File: src/rtl/same_axis_phase_timing.sv
module same_axis_phase_timing #(
  parameter int CW = 8
) (
  input  logic                 clk,
  input  logic                 rst_n,
  input  logic                 cross_i,
  input  logic                 adj_i,
  input  logic                 sys_vw_i,
  input  logic [CW-1:0]        ivl_i,
  input  logic [CW-1:0]        sym_len_i,
  output logic signed [CW:0]   perr_o,
  output logic                 perr_vld_o,
  output logic                 tstb_o
);

  logic [CW-1:0] prev_q;
  logic          prev_vld_q;
  logic [CW-1:0] cnt_q;
  logic          armed_q;

  wire           acc   = cross_i & ~adj_i;
  wire  [CW:0]   dlt   = {1'b0, ivl_i} - {1'b0, prev_q};
  wire  [CW:0]   mag   = dlt[CW] ? (~dlt + 1'b1) : dlt;
  wire  [CW:0]   nth   = {sym_len_i, 1'b0};
  wire           emit  = acc & prev_vld_q & (mag < nth);
  wire  [CW-1:0] half  = ivl_i >> 1;

  always_ff @(posedge clk) begin
    if (!rst_n) begin
      prev_q     <= '0;
      prev_vld_q <= 1'b0;
      perr_o     <= '0;
      perr_vld_o <= 1'b0;
      cnt_q      <= '0;
      armed_q    <= 1'b0;
      tstb_o     <= 1'b0;
    end else begin
      perr_vld_o <= emit;
      if (emit) perr_o <= sys_vw_i ? dlt : (~dlt + 1'b1);
      if (cross_i) begin
        prev_q     <= ivl_i;
        prev_vld_q <= ~adj_i;
      end
      tstb_o <= 1'b0;
      if (acc) begin
        if (half == '0) begin
          tstb_o  <= 1'b1;
          armed_q <= 1'b0;
        end else begin
          cnt_q   <= half;
          armed_q <= 1'b1;
        end
      end else if (armed_q) begin
        if (cnt_q == 1) begin
          tstb_o  <= 1'b1;
          armed_q <= 1'b0;
        end else begin
          cnt_q <= cnt_q - 1'b1;
        end
      end
    end
  end

endmodule

File: config.mk
export PLATFORM = sky130hd
export DESIGN_NAME = same_axis_phase_timing
export DESIGN_NICKNAME = d
export VERILOG_FILES = /design/src/rtl/same_axis_phase_timing.sv
export SDC_FILE = /design/constraint.sdc
export NUM_CORES = 1
export LEC_CHECK = 0
export BUFFER_PORTS_ARGS = -buffer_cell sky130_fd_sc_hd__buf_2
export CORE_MARGIN = 1
export CORE_UTILIZATION = 40
export CTS_CLUSTER_DIAMETER = 150
export DETAILED_ROUTE_END_ITERATION = 6
export PLACE_DENSITY = 0.67
export SLEW_MARGIN = 20
export SYNTH_ARGS = -nofsm -noshare
export SYNTH_HDL_FRONTEND = slang
export SYNTH_SLANG_ARGS = --single-unit
File: constraint.sdc
create_clock -name clk -period 4.2 [get_ports clk]
set_input_delay 0.42 -clock clk [delete_from_list [all_inputs] [get_ports clk]]
set_output_delay 0.42 -clock clk [all_outputs]
set_load 0.05 [all_outputs]
# Yosys cells after proc, flatten, opt, wreduce, memory -nomap -nowiden
# Cells that the tools add are included.
word_totals:
  regBits: 29
  in_bits: 21
  out_inout_bits: 11
classes:
  add_sub_neg: 3
  magnitude_cmp: 1
  eq_ne: 3
  mux: 14
  n_bitwise: 5
  n_reduce_logical: 3
op_table:
  columns: ["operator", "count"]
  rows:
  - ["two-way mux 8 bit", 4]
  - ["two-way mux 9 bit", 2]
  - ["adder 9 x 1 -> 9 bit, second input constant", 1]
  - ["< comparator 9 bit", 1]
  - ["inverter 9 bit", 1]
  - ["subtractor 8 x 8 -> 9 bit", 1]
  - ["equality test 8 x 1 -> 1 bit, second input constant", 1]
  - ["zero test 8 bit", 1]
  - ["two-way mux 1 bit", 8]
  - ["subtractor 8 x 1 -> 8 bit, second input constant", 1]
  - ["!= test 2 bit, second input constant", 2]
  - ["AND 1 bit", 3]
  - ["AND reduction 3 bit", 1]
  - ["nonzero test 2 bit", 1]
  - ["inverter 1 bit", 1]

# Depth between registers and ports, before layout
# Gate-level depths: netlist of run 1.
logic_depth:
  depth_word: 6
  mapped_depth: 18
  mapped_depth_nobuf: 17

# Worst setup path before layout of run 1
# Ideal clock, no wire load.
synth_timing:
  path_kind: "in2reg"
  startpoint: "input ivl_i[0]"
  endpoint: "register perr_o[7]"
  arrival_time_ns: 3.727
  required_ns: 4.050
  path_slack_ns: 0.324
  path_stages: 17
  n_path_buf: 0
  cell_sequence: "inv_1 -> ha_1 -> inv_1 -> fa_1 -> a211oi_2 -> nor2_2 -> xor2_2 -> or4_1 -> nand2_1 -> xnor2_1 -> ha_1 -> a21o_1 -> a21oi_1 -> nor2b_1 -> a211o_1 -> nor2_1 -> a311oi_2"
synth_via:
  elab_chain_cells: 6
  elab_cells_between_ends: 7
synth_rtl:
  columns: ["item", "line_no", "source"]
  rows:
  - ["start: declaration", "9", "input logic [CW-1:0] ivl_i,"]
  - ["subtractor 8 x 8 -> 9 bit (*)", "22", "wire [CW:0] dlt = {1'b0, ivl_i} - {1'b0, prev_q};"]
  - ["inverter 9 bit", "23, 39", null]
  - ["adder 9 x 1 -> 9 bit", "23, 39", null]
  - ["two-way mux 9 bit", "23", "wire [CW:0] mag = dlt[CW] ? (~dlt + 1'b1) : dlt;"]
  - ["< comparator 9 bit", "25", "wire emit = acc & prev_vld_q & (mag < nth);"]
  - ["AND 1 bit", "25", null]
  - ["end signal: assignment", "39", "if (emit) perr_o <= sys_vw_i ? dlt : (~dlt + 1'b1);"]
  - ["end: declaration", "11", "output logic signed [CW:0] perr_o,"]
# Every way passes the cells marked *; elsewhere a longest branch is shown, timed or not.
# A chain may end at the register's enable or synchronous reset.

# Worst setup path in the final report of run 1
layout_timing:
  startpoint: "register prev_q[0]"
  endpoint: "register perr_o[6]"
layout_via:
  elab_chain_cells: 6
  elab_cells_between_ends: 7
layout_rtl:
  columns: ["item", "line_no", "source"]
  rows:
  - ["start: declaration", "16", "logic [CW-1:0] prev_q;"]
  - ["start signal: assignment", "41", "prev_q <= ivl_i;"]
  - ["subtractor 8 x 8 -> 9 bit (*)", "22", null]
  - ["inverter 9 bit", "23, 39", null]
  - ["adder 9 x 1 -> 9 bit", "23, 39", null]
  - ["two-way mux 9 bit", "23", null]
  - ["< comparator 9 bit", "25", null]
  - ["AND 1 bit", "25", null]
# Marks and branches as above.

==> impl_metrics.ini, run 1 <==
[floorplan]
row_count = 26
core-area_um2 = 5270
die_width_um = 77.0
top_level_ports = 32
initial_utilization = 0.426
fp.dieArea_um2 = 5920
y_dimension_of_the_die_um = 77.0

[drt]
dr.first_iter.drc_count = 100
detail_route.vias_per_cell = 5.38
wl_per_cell_um = 13.5
wl_mm = 5.19
route.detailed.drc = 0
route.antenna.remaining_nets = 0
num_vias = 2070
dr.pass1.iters = 4

[timing]
setup_viol_count_final = 0
timing.final.max_slew_violations = 0
setup_ws_ns = 0.348
clock-skew-final_ns = 0.00499
slew_headroom = 0.491
worstMarginPinSlew_ns = 0.759
final.period_utilization = 0.917
rsz0062_at_grt = false
timing_limited_maximum_frequency_ghz = 0.260
final-hold-violation-count = 0
fin_hold_ws_ns = 0.394
period_minus_slack_ns = 3.85

[placed_design]
pre_cts_slack_ns = -0.0146
place.port_buffers = 31
globalplace.congestion = 0.851
hpwl_mm = 4.06

[synth]
synth_seq_cells = 29
yosysSeqAreaShare = 0.258
count_of_mapped_cells_out_of_synthesis = 279
syn-cell-area_um2 = 2250
netlist-cell-type-count = 50
ys.flop_type = dfxtp_1
postSynthNetCount = 320
async_set_reset_flop_share_out_of_synthesis = 0
number_of_enable_type_register_cells_in_the_synthesized_netlist = 0
warnings_from_yosys = 0
synth_area_per_cell_um2 = 8.05

[layout]
register_area_um2 = 581
multiInputGateArea_um2 = 1530
filler_cell_count = 536
flow.area_growth_from_synthesis_pct = 17.0
finalCoreUtilization = 0.499
share_of_final_layout_standard_cells_stronger_than_drive_strength_1 = 0.206
antenna_cells_inserted = 0
nets = 355
mostFrequentLayoutCell = a21oi_1
layout_common_cells = 32 x a21oi_1, 31 x buf_2, 30 x nor2_1

[worst_setup_path]
critPathKind = flop to flop
critical_path.endpoint_type = flop
worst-endpoint-arrival_ns = 4.03
timing.critical_path.required_ns = 4.38
critPathLaunchType = flop
critical_path_peak_fanout = 8

[clock_network]
worst_setup_hold_path_clk_slew_ns = 0.07
clk_path_buf_depth = 2
numCtsBuffers = 5
tritoncts_clock_tree = done
post-cts-setup-buffer-count = 0
clockRootBuffer = clkbuf_8
ctsHtreeMaxLevel = 2
worst_skew_pair.late_latency_ns = 0.28
cts.sinks = 29

[grt]
grt_max_degree = 27
global_route.usage.total = 0.183
grt_first_pass_wirelength_mm = 8.56
grt_overflow_total = 0
vias_in_the_first_global_route = 1805
antenna_found_initial = 0

[status]
outcome = completed

[power_and_ir_drop]
cellLeakagePower_uw = 0.00113
power_density_nw_per_um2 = 389
ir_worst_vdd_uv = 187
total_power_uw = 1020

[worst_hold_path]
hold_class = input pin to flop

[flow_run]
cap_violations = 0
[critical path, stage by stage, from the launching register on]
cell,delay (ns)
dfxtp_1,0.33
ha_1,0.17
inv_1,0.06
fa_1,0.41
a211oi_2,0.30
nor2_2,0.11
xor2_2,0.16
or4_1,0.54
nor3_1,0.20
ha_1,0.18
ha_1,0.13
nand4_1,0.13
a21oi_2,0.20
nand3_1,0.15
a211oi_2,0.26
nor2_2,0.15
o221a_1,0.26
[cell families (layout without fill, tap and decap cells)]
kind of cell             count (synthesis)  count (layout)  synth area share
AO/OA/AOI/OAI                           81              81             0.247
buffers and inverters                   35              71            0.0635
XOR/XNOR                                15              15            0.0618
flip-flops                              29              29             0.258
adder cells (fa/ha/maj)                 20              20             0.115
AND/OR/NAND/NOR                         88              88             0.205
multiplexers                            11              11            0.0496
[power by group]
part           internal [uW]  leakage [uW]  switching, uW
Sequential               293      0.000237           13.1
Combinational            153      0.000828            216
Clock                    236     0.0000681            111
Total                    681       0.00113            341
[per-layer routing]
metal / vias up / track usage / wire [um]
met4: 0 / 0.0481 / 44
met2: 53 / 0.280 / 2340
li1: 1064 / - / -
met1: 946 / 0.250 / 2510
met3: 7 / 0.0488 / 295
met5: - / 0 / 0
[worst paths after layout]
check | depth (start not counted) | startpoint | endpoint | slack, ns
setup / recovery | 16 | prev_q[0] | perr_o[6] | 0.35
hold / removal | 3 | ivl_i[0] | prev_q[0] | 0.39
setup reg to reg | 16 | prev_q[0] | perr_o[6] | 0.35
hold reg to reg | 2 | prev_vld_q | prev_vld_q | 0.48
[metrics by stage]
step | instances | cell area, um^2 | setup TNS (ns)
after floorplan | 279 | 2250 | 0
after global placement | 377 | 2490 | 0
after detailed placement | 377 | 2490 | -0.0169
after CTS | 385 | 2620 | 0
after global routing | 385 | 2630 | 0
final | 385 | 2630 | 0
[synth_stat cells (3+ instances only)]
master	instances	area, um^2
nor2b_1	5	31.3
nand2b_1	6	37.5
nor2_1	31	116
xnor2_1	12	105
ha_1	19	238
clkbuf_1	5	18.8
nor4_1	3	18.8
buf_2	3	15.0
nor3_1	8	40.0
or2_2	5	31.3
a211o_1	3	26.3
a211oi_2	3	37.5
or3_1	3	18.8
mux2i_1	10	100
o21ai_0	12	60.1
nand2_1	10	37.5
a21oi_1	33	165
a211oi_1	7	52.6
nand3_1	5	25.0
dfxtp_1	29	581
a22oi_1	3	22.5
inv_1	25	93.8
o21ai_1	4	20.0
[registers in the layout, indices dropped and copies added (netlist names)]
register    count
perr_vld_o      1
tstb_o          1
prev_vld_q      1
prev_q          8
perr_o          9
cnt_q           8
armed_q         1
[cell type report]
| type | instances | area share |
|---|---|---|
| Clock buffer | 5 | 0.0262 |
| Multi-Input combinational cell | 215 | 0.582 |
| Inverter | 26 | 0.0371 |
| Clock inverter | 3 | 0.0247 |
| Tap cell | 70 | 0.0333 |
| Sequential cell | 29 | 0.221 |
| Timing Repair Buffer | 37 | 0.0761 |
[repair_timing]
item                                    CTS  global route
gates resized for setup                   0             2
endpoints found under the setup margin    0             8
hold buffers                              0             0
(Power assumes the default switching activity.)
==> run 2: changes to the inputs <==
- CTS_BUF_LIST: unset -> sky130_fd_sc_hd__clkbuf_4
==> run 2 against run 1 <==
Non-clock buffer count did not move. Sequential share of layout area rose by 0.27 points. Worst setup slack got worse by 0.015 ns. Final cell count did not move. Highest routed layer unchanged.
==> impl_metrics.ini, run 2 (synthesized netlist as in run 1, its figures left out) <==
[floorplan]
initial_utilization = 0.426
die_width_um = 77.0
y_dimension_of_the_die_um = 77.0
top_level_ports = 32
fp.dieArea_um2 = 5920
core-area_um2 = 5270
row_count = 26

[worst_setup_path]
critical_path.n_buffers_inverters = 1
critPathKind = flop to flop
critical_path_peak_fanout = 8
crit_path_cell_trace = ha_1 -> inv_1 -> fa_1 -> a211oi_2 -> nor2_2 -> xor2_2 -> or4_1 -> nor3_1 -> ha_1 -> ha_1 -> nand4_1 -> a21oi_2 -> nand3_1 -> a211oi_2 -> nor2_2 -> o221a_1
slowest_stage = or4_1
crit_top_cell = ha_1
critPathLaunchType = flop
timing.critical_path.required_ns = 4.44
worst-endpoint-arrival_ns = 4.10
cpPeakStageDelay_ns = 0.54
critical_path.endpoint_type = flop
critical-path-top-delay-family = simple AND/OR/NAND/NOR gates

[timing]
fin_hold_ws_ns = 0.344
setup_viol_count_final = 0
final-hold-violation-count = 0
period_minus_slack_ns = 3.87
slew_headroom = 0.472
final.period_utilization = 0.921
timing.final.max_slew_violations = 0
setup_tns_ns = 0
timing_limited_maximum_frequency_ghz = 0.259
rsz0062_at_grt = false
worstMarginPinSlew_ns = 0.787
clock-skew-final_ns = 0.0109

[power_and_ir_drop]
power_density_nw_per_um2 = 371
ir_worst_vdd_uv = 204
total_power_uw = 964
cellLeakagePower_uw = 0.00112

[placed_design]
globalplace.congestion = 0.851
post_dp_cell_area_um2 = 2490
place.port_buffers = 31
hpwl_mm = 4.06

[drt]
detail_route.vias_per_cell = 5.37
wl_mm = 5.15
wl_per_cell_um = 13.4
num_vias = 2068
route.antenna.remaining_nets = 0
dr.first_iter.drc_count = 101
route.detailed.drc = 0
dr.pass1.iters = 4

[grt]
grt_first_pass_wirelength_mm = 8.49
antenna_found_initial = 0
global_route.usage.total = 0.181
grt_overflow_total = 0
vias_in_the_first_global_route = 1789
grt_max_degree = 27

[clock_network]
tritoncts_clock_tree = done
numCtsBuffers = 5
ctsHtreeMaxLevel = 2
cts.sinks = 29
clk_path_buf_depth = 2
clockRootBuffer = clkbuf_4
post-cts-setup-buffer-count = 0
worst_skew_pair.late_latency_ns = 0.33
worst_setup_hold_path_clk_slew_ns = 0.10

[flow_run]
cap_violations = 0

[layout]
nets = 355
share_of_final_layout_standard_cells_stronger_than_drive_strength_1 = 0.206
registers.top_by_ff_count = perr_o
layout_common_cells = 32 x a21oi_1, 31 x buf_2, 30 x nor2_1
reg.largest.list = perr_o (9), cnt_q (8), prev_q (8)
flow.area_growth_from_synthesis_pct = 15.6
finalCoreUtilization = 0.493
antenna_cells_inserted = 0
mostFrequentLayoutCell = a21oi_1
largest_reg_flops = 9
post-route-cell-area_um2 = 2600

[worst_hold_path]
hold_class = input pin to flop

[status]
outcome = completed
==> run 2: cell count changes in the layout (fill, tap and decap cells not counted) <==
cell / delta
clkbuf_4: +5
clkbuf_8: -5
==> run 2: power breakdown <==
part           total [uW]  internal [uW]  switching [uW]  leakage [uW]
logic                 369            153             217      0.000828
registers             305            292            12.8      0.000237
clock network         289            184             105     0.0000552
total                 964            630             335       0.00112
==> run 2: timing repair <==
item	CTS	global route
gates resized for setup	0	2
endpoints found under the setup margin	0	8
hold buffers	0	0
==> run 2: final cells by class <==
cell class | instances | area (um^2)
Clock buffer | 5 | 37.5
Clock inverter | 3 | 65.1
Fill cell | 543 | 2670
Inverter | 26 | 97.6
Multi-Input combinational cell | 215 | 1530
Sequential cell | 29 | 581
Tap cell | 70 | 87.6
Timing Repair Buffer | 37 | 200
==> run 2: per-layer routing <==
metal / wire, um / GRT usage / part of all wire
met5: 0 / 0 / 0
met1: 2580 / 0.250 / 0.50
met2: 2300 / 0.276 / 0.45
met3: 230 / 0.0452 / 0.045
met4: 38 / 0.0481 / 0.0074
==> run 2: stage by stage <==
stage	std cells	setup slack (ns)
floorplan	279	0.324
global placement	377	0.0216
detailed placement	377	-0.0146
CTS	385	0.213
global route	385	0.0505
finish	385	0.333
==> run 2: worst min-delay path, delay by kind of cell <==
kind	cells	cell delay [ns]
simple gates	1	0.08
buf+inv	1	0.09
mux	1	0.06
==> run 2: path summary, 6_finish.rpt <==
check	cells past startpoint	endpoint	slack, ns	startpoint
worst max-delay path	16	perr_o[6]	0.33	prev_q[0]
worst min-delay path	3	prev_q[0]	0.34	ivl_i[0]
worst max register to register	16	perr_o[6]	0.33	prev_q[0]
worst min register to register	2	prev_vld_q	0.49	prev_vld_q
